--- config.mk ---
export PLATFORM = sky130hd
export DESIGN_NAME = add3_unit
export DESIGN_NICKNAME = d
export VERILOG_FILES = /design/src/rtl/add3_pkg.sv /design/src/rtl/add3_operand_prep.sv /design/src/rtl/add3_sum_core.sv /design/src/rtl/add3_out_stage.sv /design/src/rtl/add3_unit.sv
export SDC_FILE = /design/constraint.sdc
export NUM_CORES = 1
export LEC_CHECK = 0
export ABC_AREA = 1
export BUFFER_PORTS_ARGS = -buffer_cell sky130_fd_sc_hd__buf_2
export CAP_MARGIN = 10
export CELL_PAD_IN_SITES_DETAIL_PLACEMENT = 0
export CELL_PAD_IN_SITES_GLOBAL_PLACEMENT = 1
export CORE_MARGIN = 10
export CORE_UTILIZATION = 36
export DETAILED_ROUTE_END_ITERATION = 8
export GPL_TIMING_DRIVEN = 1
export PLACE_DENSITY = 0.76
export SLEW_MARGIN = 15
export SYNTH_ARGS = -nofsm -noshare
export SYNTH_HDL_FRONTEND = slang
export SYNTH_SLANG_ARGS = --single-unit
--- constraint.sdc ---
create_clock -name clk -period 0.8 [get_ports clk]
set_clock_uncertainty 0.05 [all_clocks]
set_input_delay 0.16 -clock clk [delete_from_list [all_inputs] [get_ports clk]]
set_output_delay 0.16 -clock clk [all_outputs]
set_load 0.01 [all_outputs]
--- src/rtl/add3_pkg.sv ---
package add3_pkg;

  typedef enum logic [1:0] {
    HT_FULL = 2'd0,
    HT_LO   = 2'd1,
    HT_HI   = 2'd2,
    HT_RSVD = 2'd3
  } height_e;

  typedef enum logic [1:0] {
    SH_NONE  = 2'd0,
    SH_RIGHT = 2'd1,
    SH_LEFT  = 2'd2,
    SH_RSVD  = 2'd3
  } shift_e;

  typedef struct packed {
    logic zero;
    logic sign;
    logic carry;
    logic ovf;
  } cond_flags_t;

  localparam int unsigned NUM_OPND = 3;

endpackage

--- src/rtl/add3_operand_prep.sv ---
module add3_operand_prep
  import add3_pkg::*;
#(
  parameter int unsigned DATA_W = 32
) (
  input  logic [DATA_W-1:0] opnd,
  input  logic [1:0]        height,
  input  logic              neg,
  input  logic              reg_form,
  output logic [DATA_W-1:0] prepped
);

  localparam int unsigned HALF_W = DATA_W / 2;

  logic [DATA_W-1:0] narrowed;

  // Height selection (register form only)
  always_comb begin
    narrowed = opnd;
    if (reg_form) begin
      case (height)
        HT_LO:   narrowed = {{HALF_W{1'b0}}, opnd[HALF_W-1:0]};
        HT_HI:   narrowed = {{HALF_W{1'b0}}, opnd[DATA_W-1:HALF_W]};
        default: narrowed = opnd;
      endcase
    end
  end

  // Two's complement after narrowing
  always_comb begin
    if (neg) begin
      prepped = ~narrowed + DATA_W'(1);
    end else begin
      prepped = narrowed;
    end
  end

endmodule

--- src/rtl/add3_sum_core.sv ---
module add3_sum_core
  import add3_pkg::*;
#(
  parameter int unsigned DATA_W = 32
) (
  input  logic [DATA_W-1:0] x_in,
  input  logic [DATA_W-1:0] y_in,
  input  logic [DATA_W-1:0] z_in,
  input  logic [1:0]        shift_mode,
  input  logic              reg_form,
  output logic [DATA_W-1:0] sum_out,
  output logic              carry_out,
  output logic              ovf_out
);

  localparam int unsigned HALF_W = DATA_W / 2;

  logic [DATA_W:0]   partial;
  logic [DATA_W-1:0] shifted;
  logic [DATA_W:0]   total;

  // Partial sum kept one bit wider so a right move keeps its carry
  always_comb begin
    partial = {1'b0, x_in} + {1'b0, y_in};
  end

  always_comb begin
    shifted = partial[DATA_W-1:0];
    if (reg_form) begin
      case (shift_mode)
        SH_RIGHT: shifted = DATA_W'(partial >> HALF_W);
        SH_LEFT:  shifted = {partial[HALF_W-1:0], {HALF_W{1'b0}}};
        default:  shifted = partial[DATA_W-1:0];
      endcase
    end
  end

  always_comb begin
    total     = {1'b0, shifted} + {1'b0, z_in};
    sum_out   = total[DATA_W-1:0];
    carry_out = total[DATA_W];
    ovf_out   = (shifted[DATA_W-1] == z_in[DATA_W-1]) &&
                (total[DATA_W-1] != shifted[DATA_W-1]);
  end

endmodule

--- src/rtl/add3_out_stage.sv ---
module add3_out_stage
  import add3_pkg::*;
#(
  parameter int unsigned DATA_W = 32
) (
  input  logic              clk,
  input  logic              rst_n,
  input  logic              in_valid,
  input  logic              cc_en,
  input  logic [DATA_W-1:0] sum_in,
  input  logic              carry_in,
  input  logic              ovf_in,
  output logic [DATA_W-1:0] result_q,
  output cond_flags_t       flags_q,
  output logic              valid_q
);

  logic [DATA_W-1:0] result_d;
  cond_flags_t       flags_d;
  cond_flags_t       flags_new;
  logic              res_en;
  logic              flg_en;

  always_comb begin
    flags_new.zero  = (sum_in == '0);
    flags_new.sign  = sum_in[DATA_W-1];
    flags_new.carry = carry_in;
    flags_new.ovf   = ovf_in;
    res_en   = in_valid;
    flg_en   = in_valid && cc_en;
    result_d = res_en ? sum_in : result_q;
    flags_d  = flg_en ? flags_new : flags_q;
  end

  always_ff @(posedge clk or negedge rst_n) begin
    if (!rst_n) begin
      result_q <= '0;
      flags_q  <= '0;
      valid_q  <= 1'b0;
    end else begin
      result_q <= result_d;
      flags_q  <= flags_d;
      valid_q  <= in_valid;
    end
  end

endmodule

--- src/rtl/add3_unit.sv ---
module add3_unit
  import add3_pkg::*;
#(
  parameter int unsigned DATA_W = 32
) (
  input  logic              clk,
  input  logic              rst_n,
  input  logic              in_valid,
  input  logic [DATA_W-1:0] op_a,
  input  logic [DATA_W-1:0] op_b,
  input  logic [DATA_W-1:0] op_c,
  input  logic              neg_a,
  input  logic              neg_b,
  input  logic              neg_c,
  input  logic [1:0]        height_a,
  input  logic [1:0]        height_b,
  input  logic [1:0]        height_c,
  input  logic [1:0]        shift_mode,
  input  logic              reg_form,
  input  logic              cc_en,
  output logic              out_valid,
  output logic [DATA_W-1:0] result,
  output logic              flag_zero,
  output logic              flag_sign,
  output logic              flag_carry,
  output logic              flag_ovf
);

  logic [NUM_OPND-1:0][DATA_W-1:0] raw_opnd;
  logic [NUM_OPND-1:0][DATA_W-1:0] prep_opnd;
  logic [NUM_OPND-1:0][1:0]        height_v;
  logic [NUM_OPND-1:0]             neg_v;
  logic [DATA_W-1:0]               sum_w;
  logic                            carry_w;
  logic                            ovf_w;
  cond_flags_t                     flags_w;

  always_comb begin
    raw_opnd = {op_c, op_b, op_a};
    height_v = {height_c, height_b, height_a};
    neg_v    = {neg_c, neg_b, neg_a};
  end

  for (genvar gi = 0; gi < NUM_OPND; gi++) begin : g_prep
    add3_operand_prep #(.DATA_W(DATA_W)) i_prep (
      .opnd     (raw_opnd[gi]),
      .height   (height_v[gi]),
      .neg      (neg_v[gi]),
      .reg_form (reg_form),
      .prepped  (prep_opnd[gi])
    );
  end

  add3_sum_core #(.DATA_W(DATA_W)) i_core (
    .x_in       (prep_opnd[0]),
    .y_in       (prep_opnd[1]),
    .z_in       (prep_opnd[2]),
    .shift_mode (shift_mode),
    .reg_form   (reg_form),
    .sum_out    (sum_w),
    .carry_out  (carry_w),
    .ovf_out    (ovf_w)
  );

  add3_out_stage #(.DATA_W(DATA_W)) i_out (
    .clk      (clk),
    .rst_n    (rst_n),
    .in_valid (in_valid),
    .cc_en    (cc_en),
    .sum_in   (sum_w),
    .carry_in (carry_w),
    .ovf_in   (ovf_w),
    .result_q (result),
    .flags_q  (flags_w),
    .valid_q  (out_valid)
  );

  always_comb begin
    flag_zero  = flags_w.zero;
    flag_sign  = flags_w.sign;
    flag_carry = flags_w.carry;
    flag_ovf   = flags_w.ovf;
  end

endmodule

==> results.md, run 1 <==
- Total power: 56.0 mW
- Failing checks: negative setup slack
- Reg-to-reg endpoint: i_out.result_q[20]
- RR Startpoint: i_out.result_q[20]
- Critical-path top delay cell: fa_2
- Layout cells sized above 1: between 50% and 60%
- Clock Latency Late Sink: approximately 0.29 ns
- Setup Viol. Count Final: 73
- WHS Endpoint: i_out.flags_q[1]
- Starting DRC count in detailed routing: between 700 and 800
- GRT overflow: 0
- CP required: approximately 0.98 ns
- Crit share post-route: 636%
- R2R cell count: 3
- Hold Path Depth: 3
- Die area: about 34000 um2
- Post-synth EDFFs: 0
- Core ar.: 26800 um2
- Mapped Area: approximately 10000 um2
- Endpoints failing hold: 0
- Max-cap viol count: 0
- Final TNS setup: -149.86 ns
- RSZ-0062 raised after global routing: true
- Status: complete, but fails checks
- DRT Pass-1 Iters: 5
- Asr flop ratio synth: 100%
- Worst-path clk slew: ~0.060 ns
- Post-Synth Adder-Cell Area: between 10% and 20%
- Kind of critical path: in2reg
- FF-to-FF setup slack: -0.13 ns
- Syn Inst Count: 1784
- Antenna diodes: 0
- Synth Flop Type: dfrtp_1
- Global-route wire length before repair: 71700 um
- Slew HR: between 50 and 60%
- Die width: ~180 um
- CTS H-tree lvls: 2
- Die Span Y: ~180 um
- Crit. End Element: flip-flop
- Post-route ant nets: 0
- FF+latch count, synth: 37
- Post-route setup slack: -4.28 ns
- CTS tree: yes
- Compound-Gate Fraction of Synth Area: 11.5%
- Synth warn: 0
- Slowest cell delay on critical path: ~0.48 ns
- Clock sinks: 37
- Worst hold path type: in2reg
- Vias: ~14000
- Overall Global Routing Usage: 26.2%
- GPL Wtd Cong: around 0.94
- Syn Area/Cell: 5.47 um2
- CTS Buf Count: 5
- Worst Max-Slew Pin Slew: 0.630 ns
- Multiplexer area fraction after synthesis: 0%
- Post-route DRC violation count: 0
- IR drop worst, VDD: roughly 1.4 mV
- Largest net degree at the start of global routing: 38
- CP dominant cell by count: nand2_1
- Max Slew Vio Count: 0
- Post-detail-place hpwl: roughly 38000 um
- Clock root cell: clkbuf_16
- Row count: 60
- Detailed Route WL: around 48000 um
- Area Growth Syn to Fin: 101%
- Io pins: between 100 and 150
- Initial core utilization: 36.4%
- Largest family of logic cells by synthesized area: simple AND/OR/NAND/NOR gates
- PortBufs: about 150
- Fill cells: between 2000 and 2500
- Post-Synthesis Net Count: slightly below 2000
- NumNets Final: 2710
- Critical path peak fanout: 7
- Data arrival time of the critical path: around 5.3 ns
- Final core utilization: ~73%
- HP Start: cc_en
- Power Density: 2860 nW/um2
- CP startpoint kind: primary input
- Share of the yosys chip area belonging to registers: a little under a tenth
- Worst Setup SP: height_a[0]
- Xor/xnor cell area share of the yosys netlist: between 10% and 20%
- Clock tree buffer depth: 2
- Pleak: about 10 nW
- Vias in the first global route: ~14000
- Initial antenna violation count: 0
- Max frequency: about 200 MHz
- Final Critical Period: about 5 ns
- Post-synthesis simple-gate area fraction: between 40% and 50%
- Synth cell types: 45
- Via/cell ratio: around 5.0
- DR WL/cell: roughly 17 um
-- routing by layer --
| layer | GRT usage, % | wire, um | share of wire [%] | vias to the layer above |
|---|---|---|---|---|
| met3 | 2.85 | 1550 | 3.2 | 128 |
| met1 | 28.3 | 18600 | 39 | 6709 |
| met2 | 48.7 | 24700 | 52 | 335 |
| li1 | - | - | - | 7116 |
| met4 | 14.6 | 2900 | 6.1 | 0 |
| met5 | 0 | 0 | 0 | - |
-- state kept, by name, indices dropped and copies added (netlist names) --
register,flops
i_out.result_q,32
i_out.flags_q,4
i_out.valid_q,1
-- critical path, delay by kind of cell --
kind	cells	cell delay, ns
and+or+nand+nor	18	1.97
adders and majority gates	4	1.15
AOI/OAI and AO/OA	5	1.15
buffers and inverters	5	0.55
xor gates and xnor gates	2	0.27
-- cell usage in the layout, fill, tap and decap left out, drive strengths merged, types with 2 or more instances in the layout --
master,netlist,routed
clkbuf,21,5
dfrtp,37,37
xnor2,37,37
ha,75,75
clkinv,2,2
bufinv,0,2
o211ai,3,3
o21bai,9,9
o21ai,82,82
a21o,3,3
a31oi,14,14
inv,253,254
xor2,78,78
nand4,25,25
or2,11,11
o22ai,2,2
a21oi,69,69
o31ai,5,5
and2,3,3
fa,2,2
a21boi,4,4
nand2,660,661
nor2,194,194
nand3,148,148
buf,14,763
nand3b,11,11
nor3,18,18
-- Yosys cell counts (2+ instances only) --
master,instances,share of area (%)
a31oi_1,14,0.90
a21oi_1,69,3.5
nand2_2,20,1.3
o21bai_1,9,0.69
nand3b_1,11,0.85
inv_1,249,9.6
nor2_4,4,0.46
buf_1,5,0.19
clkbuf_1,21,0.81
nor2_2,16,1.0
or2_2,11,0.71
o21ai_1,14,0.72
nor3_1,15,0.77
nor2_1,171,6.6
and2_1,3,0.19
nor2_8,3,0.62
xor2_1,78,7.0
xnor2_1,37,3.3
a21boi_0,4,0.31
clkinv_1,2,0.077
dfrtp_1,37,9.5
buf_2,6,0.31
a21o_1,3,0.23
inv_2,3,0.12
o31ai_1,3,0.23
nor3_2,2,0.21
o21ai_2,6,0.54
nand4_1,25,1.6
buf_6,3,0.35
fa_1,2,0.41
o22ai_1,2,0.13
ha_1,75,9.6
o211ai_1,3,0.23
o31ai_4,2,0.44
nand3_1,143,7.3
nand3_2,5,0.51
o21ai_0,62,3.2
nand2_1,637,25
nand2_4,3,0.35
-- where the power goes --
part,internal [mW],switching (mW),total [mW]
registers,2.75,0.525,3.28
logic,24.2,25.9,50.1
clock network,1.80,0.832,2.63
-- through the flow --
step	cell area (um2)	hold WS (ns)	instances	setup WS, ns
finish	19600	0.0988	2863	-4.28
global route	19600	0.0979	2863	-4.62
CTS	17400	0.0847	2816	-4.25
detailed placement	15000	0.0875	2744	-5.24
global placement	15000	0.0830	2744	-5.26
floorplan	10100	-0.186	1784	-3.78
-- worst max-delay path by stage --
stage / endpoint / cells past startpoint / slack (ns)
floorplan: i_out.flags_q[3] / 39 / -3.78
finish: i_out.flags_q[3] / 34 / -4.28
global route: i_out.flags_q[3] / 47 / -4.62
detailed placement: i_out.flags_q[1] / 38 / -5.24
global placement: i_out.flags_q[3] / 41 / -5.26
CTS: i_out.flags_q[3] / 41 / -4.25
-- kinds of logic (layout without fill, tap and decap cells) --
kind of cell               count (synthesis)  in the layout
DFF                                       37             37
and+or+nand+nor                         1070           1071
adders and majority gates                 77             77
buffers and inverters                    290           1027
xor gates and xnor gates                 115            115
AOI/OAI and AO/OA                        195            195
-- final cells by class --
cell class | count | area (um2) | share of cell area [%]
well taps | 341 | 427 | 2.18
clock buffers | 5 | 125 | 0.639
repair buffers | 764 | 5860 | 29.9
inverters | 255 | 982 | 5.01
clock inverters | 3 | 68.8 | 0.351
flip-flops and latches | 37 | 926 | 4.73
multi-input cells | 1458 | 11200 | 57.2
-- what timing repair did --
action	4_1_cts	5_1_grt
setup endpoints to repair	73	73
hold buffers	1	0
pin swaps	172	184
resized for setup	418	419
gates cloned	2	2
buffers inserted	66	51
endpoints found under the hold margin	37	0
No activity file was read; power rests on OpenSTA's default activity.
==> run 2, diff against run 1 <==
--- a/config.mk
+++ b/config.mk
@@ -10,7 +10,7 @@
 export CAP_MARGIN = 10
 export CELL_PAD_IN_SITES_DETAIL_PLACEMENT = 0
 export CELL_PAD_IN_SITES_GLOBAL_PLACEMENT = 1
-export CORE_MARGIN = 10
+export CORE_MARGIN = 1.5
 export CORE_UTILIZATION = 36
 export DETAILED_ROUTE_END_ITERATION = 8
 export GPL_TIMING_DRIVEN = 1
==> run 2 against run 1 <==
Effect of this change:
- the flow still finishes with violations (negative setup slack)
- sequential power decreased by 3%
- critical path type unchanged
- sequential share of layout area decreased by 0.068 points
- critical path depth increased by 8
- largest cell class unchanged
- flip-flop and latch count unchanged
- final area increased by 1.5%
- first-iteration DRC count increased by 8.6%
- clock power decreased by 27%
- combinational power increased by 4.0%
- via count increased by 0.72%
- routed wire length decreased by 1.8%
- largest power group unchanged
- clock-buffer cell count unchanged
- final cell count decreased by 0.52%
==> results.md, run 2 (same netlist as run 1, synthesis figures left out) <==
- Status: complete, but fails checks
- Failing checks: negative setup slack
- Worst Setup SP: height_a[0]
- Flop pwr share: between 5 and 6%
- GPL Wtd Cong: ~0.96
- Reg-to-reg endpoint: i_out.result_q[29]
- CP dominant cell by count: nand2_2
- Antenna diodes: 0
- Top flop regs: i_out.result_q: 32 flops, i_out.flags_q: 4 flops, i_out.valid_q: 1 flops
- CP startpoint kind: primary input
- CTS Buf Count: 5
- R2R cell count: 3
- Post-route ant nets: 0
- DR WL/cell: 16.5 um
- Vias: ~14000
- RSZ-0062 raised after global routing: true
- Multi-input logic area: between 10000 and 15000 um2
- GRT overflow: 0
- Internal power: 28.4 mW
- DRT Pass-1 Iters: 5
- Most common cell after layout, fill and taps aside: buf_4
- Slowest cell delay on critical path: 0.45 ns
- FF-to-FF setup slack: -0.15 ns
- Vias in the first global route: 14300
- Data arrival time of the critical path: approximately 5.4 ns
- CP required: 0.98 ns
- Crit share post-route: 656%
- Post-route DRC violation count: 0
- Clock root cell: clkbuf_16
- End point of the critical path: i_out.flags_q[3]
- Final TNS setup: -152.55 ns
- Total power: about 57 mW
- Overall Global Routing Usage: 30.9%
- Pleak: slightly above 10 nW
- Final Critical Period: around 5.2 ns
- Clock tree buffer depth: 2
- RR Startpoint: i_out.result_q[29]
- Detailed Route WL: 46900 um
- Io pins: 149
- CTS H-tree lvls: 2
- Slew HR: between 50 and 60%
- FF+latch area: just over 900 um2
- Die Span Y: between 150 and 200 um
- Die width: around 170 um
- Placed cell count: 2704
- Layout cells sized above 1: about 60%
- CTS tree: yes
- Net Sw Frac: between 50 and 60%
- Clock Latency Late Sink: around 0.28 ns
- Core ar.: about 27000 um2
- P_sw: between 20 and 30 mW
- Clock network fraction of design power: roughly 3.4%
- Clock sinks: 37
- Global-route wire length before repair: ~70000 um
- Via/cell ratio: 5.05
- Most frequent cells in the layout: 517 x buf_4, 392 x nand2_1, 199 x inv_1
- Critical path peak fanout: 6
- Power Density: 2880 nW/um2
- Initial core utilization: approximately 36%
- Max-cap viol count: 0
- Largest net degree at the start of global routing: 39
- Worst hold path type: in2reg
- IR drop worst, VDD: 1.48 mV
- Max frequency: between 150 and 200 MHz
- Die area: about 28000 um2
- Area Growth Syn to Fin: 104%
- NumNets Final: roughly 2700
- Kind of critical path: in2reg
- Worst-path clk slew: 0.06 ns
- Endpoints failing hold: 0
- Fill cells: roughly 2000
- Worst Max-Slew Pin Slew: 0.600 ns
- PortBufs: between 100 and 150
- Row count: 60
- Number of flip-flops under the largest register name: 32
- Final core utilization: 74.2%
- Max Slew Vio Count: 0
- Post-route setup slack: -4.45 ns
- Fin cells: 2848
- Crit. End Element: flip-flop
- Setup Viol. Count Final: 73
- Combinational power share: 91.1%
- Reg with most FFs: i_out.result_q
- Post-detail-place hpwl: around 35000 um
- Initial antenna violation count: 0
- Starting DRC count in detailed routing: between 700 and 800
- Critical-path top delay cell: ha_2
run 2: cell types whose count changed in the layout (fill, tap and decap cells not counted), sizes merged:
| cell | previous run | this run |
|---|---|---|
| inv | 254 | 253 |
| clkinv | 2 | 4 |
| buf | 763 | 747 |
| nand2 | 661 | 662 |
| clkinvlp | 0 | 1 |
| bufinv | 2 | 0 |
run 2: how the worst min path moves through the flow:
stage / from / end / slack, ns / cells past startpoint
CTS: cc_en / i_out.flags_q[1] / 0.1 / 3
global placement: rst_n / i_out.result_q[4] / 0.08 / 2
floorplan: rst_n / i_out.flags_q[0] / -0.19 / 0
finish: cc_en / i_out.flags_q[1] / 0.1 / 3
global route: cc_en / i_out.flags_q[1] / 0.11 / 3
detailed placement: rst_n / i_out.result_q[3] / 0.1 / 2
run 2: critical path: cells and delay by family:
kind                     cells  cell delay [ns]
buffers and inverters        6             0.62
AO/OA/AOI/OAI                7             1.29
adder cells (fa/ha/maj)      3             0.91
AND/OR/NAND/NOR             26             2.40
run 2: per-stage QoR:
| step | hold WS [ns] | area, um2 | setup slack [ns] |
|---|---|---|---|
| after floorplan | -0.186 | 10100 | -3.78 |
| after global placement | 0.0832 | 14700 | -5.03 |
| after detailed placement | 0.0954 | 14700 | -5.08 |
| after CTS | 0.0990 | 17800 | -4.19 |
| after global routing | 0.107 | 19900 | -4.72 |
| final | 0.0988 | 19900 | -4.45 |
run 2: power by group through the flow:
| stage | Sequential, mW | Clock, mW | Combinational (mW) |
|---|---|---|---|
| after floorplan | 3.62 | 0 | 16.3 |
| after global placement | 3.19 | 0 | 31.6 |
| after detailed placement | 3.20 | 0 | 31.7 |
| after CTS | 3.16 | 1.94 | 41.9 |
| after global routing | 3.28 | 2.05 | 55.4 |
| final | 3.19 | 1.93 | 52.1 |
run 2: per-layer routing:
layer  part of all wire (%)  routed length [um]  global-route usage [%]
met1                     39               18400                    35.4
met2                     52               24300                    58.7
met3                    3.1                1470                    2.03
met4                    5.9                2790                    13.4
met5                      0                   0                       0
run 2: what timing repair did:
action | in CTS | in global routing
setup endpoints to repair | 73 | 73
gates cloned | 3 | 0
pin swaps | 226 | 254
resized for setup | 567 | 413
setup buffers | 88 | 64
endpoints found under the hold margin | 37 | 0
hold buffers | 1 | 0
run 2: layout make-up:
cell class / count / share of cell area (%)
clock inverter: 3 / 0.0881
multi-input combinational: 1459 / 59.0
sequential: 37 / 4.66
timing repair buffer: 748 / 28.5
inverter: 255 / 4.97
tap: 341 / 2.15
clock buffer: 5 / 0.629
==> run 3, diff against run 2 <==
--- a/config.mk
+++ b/config.mk
@@ -15,7 +15,6 @@
 export DETAILED_ROUTE_END_ITERATION = 8
 export GPL_TIMING_DRIVEN = 1
 export PLACE_DENSITY = 0.76
-export SLEW_MARGIN = 15
 export SYNTH_ARGS = -nofsm -noshare
 export SYNTH_HDL_FRONTEND = slang
 export SYNTH_SLANG_ARGS = --single-unit
==> constraint.sdc (replaced) <==
create_clock -name clk -period 4.8 [get_ports clk]
set_clock_uncertainty 0.05 [all_clocks]
set_input_delay 0.96 -clock clk [delete_from_list [all_inputs] [get_ports clk]]
set_output_delay 0.96 -clock clk [all_outputs]
set_load 0.01 [all_outputs]
==> run 3 against run 2 <==
Effect of this change:
- the flow still finishes with violations (negative setup slack)
- final area down 5.5%
- global-route usage down 0.093 points
- sequential share of layout area up 0.27 points
- total power down 85%
- highest routed layer unchanged
==> results.md, run 3 (same netlist as run 1, synthesis figures left out) <==
- CTS Buf Count: 5
- Overall Global Routing Usage: a little over 30%
- CP required: about 5 ns
- Max frequency: approximately 170 MHz
- Data arrival time of the critical path: about 6.1 ns
- Pre-CTS setup slack: -1.98 ns
- PortBufs: around 150
- Power Density: roughly 460 nW/um2
- Final Critical Period: around 5.9 ns
- Via/cell ratio: 5.08
- CTS H-tree lvls: 2
- Initial core utilization: 36.4%
- NumNets Final: ~2600
- Total power: a little under 9 mW
- RSZ-0062 raised after global routing: true
- Detailed Route WL: 45600 um
- Fin cells: around 2800
- Worst-path clk slew: ~0.060 ns
- Max Slew Vio Count: 0
- Clock sinks: 37
- Area Growth Syn to Fin: 92.6%
- DR WL/cell: 16.4 um
- Slowest cell delay on critical path: 0.33 ns
- Number of flip-flops under the largest register name: 32
- Pleak: 9.70 nW
- Hold Buf Count CTS: 0
- Row count: 60
- Crit. End Element: flip-flop
- Crit share post-route: 123%
- Initial antenna violation count: 0
- CTS tree: yes
- Kind of critical path: in2reg
- Failing checks: negative setup slack
- Most common cell after layout, fill and taps aside: buf_4
- Critical path peak fanout: 8
- Vias in the first global route: 14000
- Die Span Y: 168 um
- Post-route ant nets: 0
- Most frequent cells in the layout: 470 x buf_4, 406 x nand2_1, 199 x inv_1
- Slew HR: approximately 24%
- Worst hold path type: reg2reg
- Clock root cell: clkbuf_16
- Placed cell count: between 2000 and 3000
- Clock Latency Late Sink: between 0.2 and 0.3 ns
- Worst Max-Slew Pin Slew: 1.14 ns
- Reg with most FFs: i_out.result_q
- Largest net degree at the start of global routing: 39
- FF+latch area: 926 um2
- Hold_ws: 0.412 ns
- Starting DRC count in detailed routing: 838
- Clock tree buffer depth: 2
- GPL Wtd Cong: between 0.9 and 1
- Die width: roughly 170 um
- Post-detail-place hpwl: ~34000 um
- Die area: roughly 28000 um2
- Final TNS setup: -27.10 ns
- Antenna diodes: 0
- Post-route setup slack: -1.11 ns
- Global-route wire length before repair: 69300 um
- Cell family with most CP delay: simple AND/OR/NAND/NOR gates
- Endpoints failing hold: 0
- Layout cells sized above 1: a little under three fifths
- Post-route DRC violation count: 0
- Vias: between 10000 and 15000
- Max-cap viol count: 0
- Fill cells: roughly 2200
- Top flop regs: i_out.result_q: 32 flops, i_out.flags_q: 4 flops, i_out.valid_q: 1 flops
- Critical-path top delay cell: ha_4
- Setup Viol. Count Final: 35
- Io pins: between 100 and 150
- Multi-input logic area: 11300 um2
- Core ar.: between 20000 and 30000 um2
- GRT overflow: 0
- CP startpoint kind: primary input
- Bufs and invs on worst path: 6
- Status: complete, but fails checks
- DRT Pass-1 Iters: 5
- IR drop worst, VDD: between 0.2 and 0.25 mV
- CP dominant cell by count: nand2_1
==> run 3: path summary, 6_finish.rpt <==
path	start	endpoint	slack, ns	cells after the start
max in group asynchronous	rst_n	i_out.result_q[29]	3.44	1
worst min register to register	i_out.result_q[0]	i_out.result_q[0]	0.41	2
min in group asynchronous	rst_n	i_out.result_q[3]	0.73	1
worst max-delay path	height_a[0]	i_out.flags_q[3]	-1.11	41
worst min-delay path	i_out.result_q[0]	i_out.result_q[0]	0.41	2
worst max register to register	i_out.result_q[29]	i_out.result_q[29]	3.92	2
==> run 3: layout make-up <==
| cell class | count | share of cell area [%] |
|---|---|---|
| Clock buffer | 5 | 0.666 |
| Clock inverter | 3 | 0.0933 |
| Inverter | 255 | 5.20 |
| Multi-Input combinational cell | 1459 | 59.9 |
| Sequential cell | 37 | 4.93 |
| Tap cell | 341 | 2.27 |
| Timing Repair Buffer | 678 | 26.9 |
==> run 3: timing repair <==
item	in CTS	in global routing
gates cloned	3	0
setup endpoints to repair	35	35
pin swaps	286	130
gates resized for setup	632	229
setup buffers	81	33
==> run 3: power by group <==
group          internal, mW  switching (mW)  total [mW]  leakage, nW
clock                 0.190           0.131       0.321       0.0696
combinational          3.65            4.21        7.86         9.18
sequential            0.459          0.0739       0.533        0.445
total                  4.30            4.41        8.72         9.70
==> run 3: metrics by stage <==
| stage | utilization, % | instance area [um2] |
|---|---|---|
| floorplan | - | 10100 |
| global placement | 53.8 | 14400 |
| detailed placement | 53.8 | 14400 |
| CTS | 65.7 | 17600 |
| global route | 70.1 | 18800 |
| finish | 70.1 | 18800 |
==> run 3: tightest hold or removal path, stage by stage (launching register included) <==
cell     delay, ns
dfrtp_1       0.33
nand2_1       0.05
nand2_1       0.05
==> run 3: metal layers <==
metal  track usage, %  vias up  part of all wire (%)  wire [um]
met1             35.7     6580                    40      18100
met3             3.76      143                   4.7       2160
met4             15.2        0                   6.0       2750
li1                 -     6940                     -          -
met2             55.9      448                    50      22600
met5                0        -                     0          0
